### config.mk
export PLATFORM = sky130hd
export DESIGN_NAME = nand_rd_front
export DESIGN_NICKNAME = d
export VERILOG_FILES = /design/src/rtl/nand_rd_pkg.sv /design/src/rtl/nand_strobe_edge.sv /design/src/rtl/nand_dev_ctx.sv /design/src/rtl/nand_rd_front.sv
export SDC_FILE = /design/constraint.sdc
export NUM_CORES = 1
export LEC_CHECK = 0
export ABC_AREA = 1
export BUFFER_PORTS_ARGS = -buffer_cell sky130_fd_sc_hd__buf_4
export CORE_ASPECT_RATIO = 0.75
export CORE_MARGIN = 3
export CORE_UTILIZATION = 32
export DETAILED_ROUTE_END_ITERATION = 12
export GPL_TIMING_DRIVEN = 0
export PLACE_DENSITY = 0.57
export SKIP_LAST_GASP = 1
export SLEW_MARGIN = 20
export SYNTH_ARGS = -nofsm -noshare
export SYNTH_HDL_FRONTEND = slang
export SYNTH_SLANG_ARGS = --single-unit
export TNS_END_PERCENT = 50
### constraint.sdc
create_clock -name clk -period 6.3 [get_ports clk]
set_clock_uncertainty 0.05 [all_clocks]
set_input_delay 0.315 -clock clk [delete_from_list [all_inputs] [get_ports clk]]
set_output_delay 0.315 -clock clk [all_outputs]
set_load 0.01 [all_outputs]
### src/rtl/nand_rd_pkg.sv
package nand_rd_pkg;

    typedef enum logic [1:0] {
        MODE_IDLE  = 2'd0,
        MODE_LO    = 2'd1,
        MODE_HI    = 2'd2,
        MODE_SPARE = 2'd3
    } rd_mode_e;

    localparam logic [7:0] CMD_RESET = 8'hFF;
    localparam logic [7:0] CMD_LO    = 8'h00;
    localparam logic [7:0] CMD_HI    = 8'h01;
    localparam logic [7:0] CMD_SPARE = 8'h50;

    function automatic logic [9:0] mode_offset(rd_mode_e m);
        case (m)
            MODE_HI:    return 10'h100;
            MODE_SPARE: return 10'h200;
            default:    return 10'h000;
        endcase
    endfunction

endpackage

### src/rtl/nand_strobe_edge.sv
module nand_strobe_edge (
    input  logic clk,
    input  logic rst_n,
    input  logic re_n,
    input  logic we_n,
    output logic re_fall,
    output logic we_fall
);
    typedef struct packed {
        logic re;
        logic we;
    } edge_st_t;

    edge_st_t s_q, s_d;

    always_comb begin
        s_d.re = re_n;
        s_d.we = we_n;
    end

    always_ff @(posedge clk or negedge rst_n) begin
        if (!rst_n) s_q <= '{re: 1'b1, we: 1'b1};
        else        s_q <= s_d;
    end

    assign re_fall = s_q.re & ~re_n;
    assign we_fall = s_q.we & ~we_n;
endmodule

### src/rtl/nand_dev_ctx.sv
module nand_dev_ctx
    import nand_rd_pkg::*;
#(
    parameter int ADDR_W     = 24,
    parameter int PAGE_BYTES = 528
) (
    input  logic              clk,
    input  logic              rst_n,
    input  logic              cmd_stb,
    input  logic              adr_stb,
    input  logic              rd_stb,
    input  logic [7:0]        din,
    output logic [ADDR_W-1:0] addr,
    output logic              err
);
    localparam int GROUP_BYTES = PAGE_BYTES * 256;

    typedef struct packed {
        rd_mode_e          mode;
        logic [1:0]        cyc;
        logic [ADDR_W-1:0] addr;
        logic              err;
    } ctx_t;

    ctx_t c_q, c_d;
    logic [ADDR_W-1:0] grp_step, page_step;

    always_comb begin
        grp_step  = ADDR_W'(din) * ADDR_W'(GROUP_BYTES);
        page_step = ADDR_W'(din) * ADDR_W'(PAGE_BYTES);
        c_d = c_q;
        if (cmd_stb) begin
            case (din)
                CMD_RESET: begin c_d.mode = MODE_IDLE;  c_d.err = 1'b0; end
                CMD_LO:    begin c_d.mode = MODE_LO;    c_d.cyc = 2'd0; end
                CMD_HI:    begin c_d.mode = MODE_HI;    c_d.cyc = 2'd0; end
                CMD_SPARE: begin c_d.mode = MODE_SPARE; c_d.cyc = 2'd0; end
                default:   begin c_d.mode = MODE_IDLE;  c_d.err = 1'b1; end
            endcase
        end else if (adr_stb) begin
            if (c_q.mode == MODE_IDLE || c_q.cyc == 2'd3) begin
                c_d.mode = MODE_IDLE;
                c_d.err  = 1'b1;
            end else begin
                case (c_q.cyc)
                    2'd0:    c_d.addr = ADDR_W'(din) | ADDR_W'(mode_offset(c_q.mode));
                    2'd1:    c_d.addr = c_q.addr + grp_step;
                    default: c_d.addr = c_q.addr + page_step;
                endcase
                c_d.cyc = c_q.cyc + 2'd1;
            end
        end else if (rd_stb) begin
            c_d.addr = c_q.addr + ADDR_W'(1);
        end
    end

    always_ff @(posedge clk or negedge rst_n) begin
        if (!rst_n) c_q <= '{mode: MODE_IDLE, cyc: 2'd0, addr: '0, err: 1'b0};
        else        c_q <= c_d;
    end

    assign addr = c_q.addr;
    assign err  = c_q.err;
endmodule

### src/rtl/nand_rd_front.sv
module nand_rd_front #(
    parameter int ADDR_W     = 24,
    parameter int PAGE_BYTES = 528
) (
    input  logic              clk,
    input  logic              rst_n,
    input  logic              cs0_n,
    input  logic              cs1_n,
    input  logic              re_n,
    input  logic              we_n,
    input  logic              cle,
    input  logic              ale,
    input  logic [7:0]        bus_in,
    output logic [7:0]        bus_out,
    output logic              bus_oe,
    output logic [1:0]        rdy,
    output logic [1:0]        err,
    output logic              mem_rd,
    output logic              mem_dev,
    output logic [ADDR_W-1:0] mem_addr,
    input  logic [7:0]        mem_data
);
    localparam int NDEV = 2;

    typedef struct packed {
        logic            oe;
        logic [NDEV-1:0] rdy;
    } front_t;

    front_t f_q, f_d;
    logic re_fall, we_fall;
    logic any_sel, dev_idx;
    logic cmd_evt, adr_evt, rd_evt;
    logic [ADDR_W-1:0] dev_addr [NDEV];

    nand_strobe_edge u_edge (
        .clk(clk), .rst_n(rst_n), .re_n(re_n), .we_n(we_n),
        .re_fall(re_fall), .we_fall(we_fall)
    );

    assign any_sel = ~cs0_n | ~cs1_n;
    assign dev_idx = cs0_n;
    assign cmd_evt = any_sel & we_fall & cle;
    assign adr_evt = any_sel & we_fall & ale & ~cle;
    assign rd_evt  = any_sel & re_fall & ~cle & ~ale;

    for (genvar g = 0; g < NDEV; g++) begin : g_dev
        logic hit;
        assign hit = any_sel & (dev_idx == 1'(g));
        nand_dev_ctx #(.ADDR_W(ADDR_W), .PAGE_BYTES(PAGE_BYTES)) u_ctx (
            .clk(clk), .rst_n(rst_n),
            .cmd_stb(cmd_evt & hit), .adr_stb(adr_evt & hit),
            .rd_stb(rd_evt & hit), .din(bus_in),
            .addr(dev_addr[g]), .err(err[g])
        );
    end

    always_comb begin
        f_d = f_q;
        if (!any_sel) begin
            f_d.oe = 1'b0;
        end else if (re_n && we_n) begin
            f_d.oe           = 1'b0;
            f_d.rdy[dev_idx] = 1'b1;
        end else if (rd_evt) begin
            f_d.oe = 1'b1;
        end
    end

    always_ff @(posedge clk or negedge rst_n) begin
        if (!rst_n) f_q <= '{oe: 1'b0, rdy: '0};
        else        f_q <= f_d;
    end

    assign mem_rd   = rd_evt;
    assign mem_dev  = dev_idx;
    assign mem_addr = dev_addr[dev_idx];
    assign bus_oe   = f_q.oe;
    assign bus_out  = f_q.oe ? mem_data : 8'h00;
    assign rdy      = f_q.rdy;
endmodule

### Word-level counts from Yosys, hierarchy flattened

Index checks and enable logic that the tools add are counted.

| operators by class | value |
|---|---|
| $lt $le $gt $ge | 3 |
| shift-type cells | 0 |
| bitwise logic cells | 30 |
| equality and inequality tests | 20 |
| multiply operators | 2 |
| $add $sub $neg | 8 |
| div/mod/pow operators | 0 |
| multiplexer cells | 42 |
| reductions and logical operators | 25 |

Operators by type and width:

| operator | count |
|---|---|
| $mux W24 | 7 |
| $pmux W24 S2 | 2 |
| $mux W10 | 8 |
| $mux W26 | 2 |
| $add A24 B1 Y24 const B | 2 |
| $add A24 B18 Y24 | 2 |
| $add A24 B24 Y24 | 2 |
| $pmux W10 S2 | 2 |
| $or A8 B10 Y10 | 2 |
| $reduce_and A3 Y1 | 6 |
| $and A1 B1 Y1 | 17 |
| $mux W4 | 4 |
| $mul A8 B6 Y14 const B | 1 |
| $eq A2 B2 Y1 const B | 6 |
| $mul A8 B6 Y12 const B | 1 |
| $ne A2 B2 Y1 const B | 6 |
| $reduce_bool A2 Y1 | 6 |
| $mux W1 | 10 |
| $eq A8 B1 Y1 const B | 1 |
| $eq A8 B7 Y1 const B | 1 |
| $eq A8 B8 Y1 const B | 1 |
| $logic_not A2 Y1 | 4 |
| $logic_not A8 Y1 | 1 |
| $mux W8 | 1 |
| other kinds (19) | 35 |

| storage, ports and cells | value |
|---|---|
| input port bits | 24 |
| register bits | 63 |
| memories kept | 0 |
| RAM bits | 0 |
| latch bits | 0 |
| memory bits (read-only) | 0 |

### Logic depth before layout (Yosys ltp)

| depth | value |
|---|---|
| depth after elaboration | 13 |
| depth in mapped cells | 21 |
| gate-level depth less buffers | 21 |

### Hierarchy

From an unflattened synthesis, not the netlist that was laid out.

| second synthesis, totals | value |
|---|---|
| cells, all modules | 1477 |
| area, all modules | 9038.7 µm² |

Modules (own cells, without submodules):

| module | area each (µm²) | times used | cells an instance |
|---|---|---|---|
| nand_dev_ctx (g_dev[0].u_ctx) | 4186.5 | 1 | 696 |
| nand_dev_ctx (g_dev[1].u_ctx) | 4162.7 | 1 | 654 |
| nand_rd_front | 616.8 | 1 | 121 |
| nand_strobe_edge | 72.6 | 1 | 6 |

### Worst setup path before layout

No wires, ideal clock.

| path | value |
|---|---|
| path kind | input to register |
| start point | input port bus_in[2] |
| end point | register g_dev[1].u_ctx.c_q, in the netlist g_dev[1].u_ctx.addr[20] |
| required time | 6.173 ns |
| stages on the path | 20 |
| arrival time | 3.031 ns |
| buffers on the path | 0 |
| library setup time | 0.077 ns |
| path slack | 3.142 ns |
| path through | ha_1 ha_1 ha_1 fa_1 nand3_1 nand2_1 nand2_1 nand2_1 ha_1 nand2_1 inv_1 nand2_1 nand2_1 a21oi_1 nand2_1 nand2_1 nand3_1 nand2_1 nand2_1 a21oi_1 |

| on the way | value |
|---|---|
| cells in the longest elaborated chain, start to end | 5 |

RTL lines:

| element | RTL line | text |
|---|---|---|
| start, declared | nand_rd_front.sv:13 | `input logic [7:0] bus_in,` |
| $mul A8 B6 Y14 / $mul A8 B6 Y12 (equally long branches) | nand_dev_ctx.sv:30, nand_dev_ctx.sv:29 |  |
| $add A24 B18 Y24 / $add A24 B24 Y24 (equally long branches) | nand_dev_ctx.sv:48, nand_dev_ctx.sv:47 |  |
| $pmux W24 S2 * | nand_dev_ctx.sv:45 | `case (c_q.cyc)` |
| $mux W26 * | nand_dev_ctx.sv:41 | `if (c_q.mode == MODE_IDLE \|\| c_q.cyc == 2'd3) begin` |
| $mux W24 * | nand_dev_ctx.sv:40 | `end else if (adr_stb) begin` |
| end signal, assigned | nand_dev_ctx.sv:58 | `if (!rst_n) c_q <= '{mode: MODE_IDLE, cyc: 2'd0, addr: '0, err: 1'b0};` |
| end, declared | nand_dev_ctx.sv:25 | `ctx_t c_q, c_d;` |

Mark *: on every way between the ends. The rest lies on a longest branch, timed or not. The select of a mux whose other input is x is not followed.
A chain may end at the register's enable or synchronous reset.

### Worst setup path in the final report

| path | value |
|---|---|
| start point | input port bus_in[2] |
| end point | register g_dev[0].u_ctx.c_q, in the netlist g_dev[0].u_ctx.addr[22] |

| on the way | value |
|---|---|
| cells in the longest elaborated chain, start to end | 5 |

RTL lines:

| element | RTL line |
|---|---|
| $mul A8 B6 Y14 / $mul A8 B6 Y12 (equally long branches) | nand_dev_ctx.sv:30, nand_dev_ctx.sv:29 |
| $add A24 B18 Y24 / $add A24 B24 Y24 (equally long branches) | nand_dev_ctx.sv:48, nand_dev_ctx.sv:47 |
| $pmux W24 S2 * | nand_dev_ctx.sv:45 |
| $mux W26 * | nand_dev_ctx.sv:41 |
| $mux W24 * | nand_dev_ctx.sv:40 |
| end signal, assigned | nand_dev_ctx.sv:58 |
| end, declared | nand_dev_ctx.sv:25 |

Marked as above.

==> run_results.csv <==
group,metric,value,unit
timing,max_slew_margin,38.1,%
setup_path,crit_cells,17,
timing,fmax,0.262,GHz
floorplanning,initial_core_util,33.1,%
setup_path,cp_num_buf_inv,1,
global_routing,grt_max_degree,64,
place,port_buffers,62,
route,wl_per_cell,18.0,um
clock_tree,cts_sinks,63,
clock_tree,numCtsBuffers,9,
route,vias,9717,
timing,min_period,3820,ps
logic_synthesis,synth_mux_area_share,0,%
finish,syn_to_final_growth,13.9,%
clock_tree,cts_tree,"yes",
global_routing,grt.overflow.total,0,
timing,finalHoldViolations,0,
setup_path,critPathKind,"input pin to register",
logic_synthesis,synth_area,8410,sq um
setup_path,slowest_stage,"xor2_1",
finish,multi_input_area,5930,sq um
logic_synthesis,synth-simple-area-share,42.9,%
global_routing,antenna_found_initial,0,
setup_path,crit_chain,"buf_4, ha_1, ha_1, ha_1, fa_1, xor2_1, ha_1, a21oi_1, a21oi_1, nor2_1, nand2_1, nand2_1, nand2_1, nand3_1, nand2_1, nand2_1, nand2_1",
power_and_ir_drop,vdd_drop_max,0.155,mV
route,via_per_inst,5.19,
route,drc,0,
setup_path,reg2reg_slack,3560,ps
clock_tree,clock_path_buffers,2,
logic_synthesis,synth_top_family_by_area,"simple AND/OR/NAND/NOR gates",
timing,final.setup.tns,0,ps
floorplanning,dieArea,28300,sq um
setup_path,r2r-start,"g_dev[0].u_ctx.c_q[25]",
floorplanning,core,25400,sq um
setup_path,crit_top_cell,"nand2_1",
global_routing,grt_pass1_vias,9169,
logic_synthesis,yosysUniqueCellTypes,47,
finish,layout.nets,1629,
clock_tree,clk_pin_slew,60,ps
logic_synthesis,async_reset_ff_share,100,%
finish,fillers,2911,
timing,whs,39.0,ps
run_status,outcome,"finished clean",
run,drv_cap,0,
logic_synthesis,synth-compound-area-share,13.9,%
clock_tree,htree_num_levels,3,
setup_path,max_stage_delay,740,ps
route,detail-route-antenna-nets,0,
clock_tree,post-cts-setup-buffers,0,
logic_synthesis,avgSynthCellArea,5.77,sq um
timing,slew_violations,0,
place,hpwl,27200,um
setup_path,ff2ff_path_depth,9,
timing,final-setup-viol-count,0,
setup_path,critPathLaunchType,"input pin",
min_path,hp-class,"input pin to register",
global_routing,grt_pass1_wl,52600,um
place,gp_congestion,0.981,
clock_tree,ctsResizeCount,0,
timing,rsz0062_at_grt,"no",
clock_tree,hold_buffers,0,
setup_path,crit_start,"bus_in[2]",
clock_tree,cts_root_buf,"clkbuf_16",
setup_path,timing.rr.end,"g_dev[0].u_ctx.addr[22]",
route,drtPass1Iterations,5,
setup_path,cp.arrival,4010,ps
finish,regArea,1580,sq um
logic_synthesis,synth_xor_area_share,2.29,%
timing,max_slew.worst_pin.slew,928,ps
timing,post-route-period-util,60.7,%
floorplanning,io_pins,63,
route,wl,33700,um
logic_synthesis,synthAdderAreaFrac,11.5,%
logic_synthesis,synth-seq-cells,63,
floorplanning,rows,50,
logic_synthesis,yosysWarningCount,0,
setup_path,crit_family,"adder cells",
finish,drive_gt1_share,8.27,%
setup_path,critPathCapture,"g_dev[0].u_ctx.addr[22]",
finish,mostFrequentLayoutCell,"nand2_1",
global_routing,track_usage,23.7,%
logic_synthesis,syn-num-nets,1556,
power_and_ir_drop,cellLeakagePower,4.96,nW
clock_tree,clock_latency,350,ps
route,drtIter0Drc,1194,
setup_path,critPathMaxFanout,8,
setup_path,endpoint_kind,"register",
power_and_ir_drop,power-per-cell-area,239,nW/um^2
floorplanning,die_h,146,um
setup_path,worstPathRequired,6490,ps
logic_synthesis,synth_top_flop_cell,"dfrtp_1",
floorplanning,die_x,193,um
finish,layout_common_cells,"nand2_1, inv_1, nor2_1, nand3_1, a21oi_1",
logic_synthesis,synthCells,1458,
logic_synthesis,synth_edf_count,0,
finish,antennaDiodeCount,0,
logic_synthesis,synth_seq_area_share,18.8,%
## kinds of logic (layout without fill, tap and decap cells)
kind of cell,count (synthesis),after routing
and+or+nand+nor,860,860
buffers and inverters,228,306
AOI/OAI and AO/OA,211,211
adders and majority gates,74,74
DFF,63,63
xor gates and xnor gates,22,22
## report_power, final
group	switching [mW]	internal (mW)	leakage, nW
clock	0.220	0.269	0.121
sequential	0.136	0.480	0.751
combinational	0.771	0.409	4.09
## routing by layer
metal	wire [um]	GRT usage, %	share of wire (%)	up-vias
li1	-	-	-	4865
met4	620	5.35	1.8	0
met1	16700	36.3	50	4408
met3	3310	5.67	9.8	33
met5	0	0	0	-
met2	13100	33.4	39	411
## Yosys cell counts (2+ instances only)
library cell	n	area, sq um
a21oi_1	81	405
a22oi_1	3	22.5
a31oi_1	4	25.0
buf_2	9	45.0
buf_4	4	30.0
buf_6	2	22.5
clkbuf_1	8	30.0
dfrtp_1	61	1530
dfstp_2	2	52.6
fa_1	5	100
ha_1	69	863
inv_1	194	728
inv_2	8	30.0
inv_4	2	12.5
nand2_1	491	1840
nand2_2	5	31.3
nand3_1	134	671
nand3b_1	7	52.6
nand4_1	18	113
nor2_1	163	612
nor2_4	3	33.8
nor2_8	2	40.0
nor3_1	23	115
nor4_1	3	18.8
o211ai_1	3	22.5
o21a_1	2	15.0
o21ai_0	69	345
o21ai_1	19	95.1
o21bai_1	9	67.6
o221ai_1	3	26.3
o22ai_1	8	50.1
o31ai_1	3	22.5
or2_2	7	43.8
xnor2_1	6	52.6
xor2_1	16	140
## worst min-delay path by stage
stage          slack (ps)       endpoint  start  depth (start not counted)
2_1_floorplan         -30         bus_oe  rst_n                          0
3_3_place_gp          400  u_edge.s_q[1]   re_n                          1
3_5_place_dp          400  u_edge.s_q[1]   re_n                          1
4_1_cts                30  u_edge.s_q[1]   re_n                          1
5_1_grt                40  u_edge.s_q[1]   re_n                          1
6_report               40  u_edge.s_q[1]   re_n                          1
## final cells by class
cell class | count | share of cell area, %
flip-flops and latches | 63 | 16.5
plain buffers | 24 | 1.37
inverters | 204 | 8.05
multi-input cells | 1167 | 61.9
repair buffers | 62 | 4.86
well taps | 338 | 4.42
clock inverters | 6 | 0.497
clock buffers | 10 | 2.39
## state kept, by name, indices dropped and copies added, names as in the netlist
name and flops:
bus_oe 1, u_edge.s_q 2, g_dev.u_ctx.addr 48, g_dev.u_ctx.c_q 8, g_dev.u_ctx.err 2, rdy 2
## metrics by stage
step,std cells,cell area (sq um),worst slack [ps],util [%],power [mW]
floorplan,1458,8410,3140,-,1.37
global placement,1858,9300,2200,36.6,1.77
detailed placement,1858,9300,2200,36.6,1.77
CTS,1874,9580,2550,37.7,2.27
global route,1874,9580,2300,37.7,2.48
finish,1874,9580,2480,37.7,2.28
(Power assumes the default switching activity.)
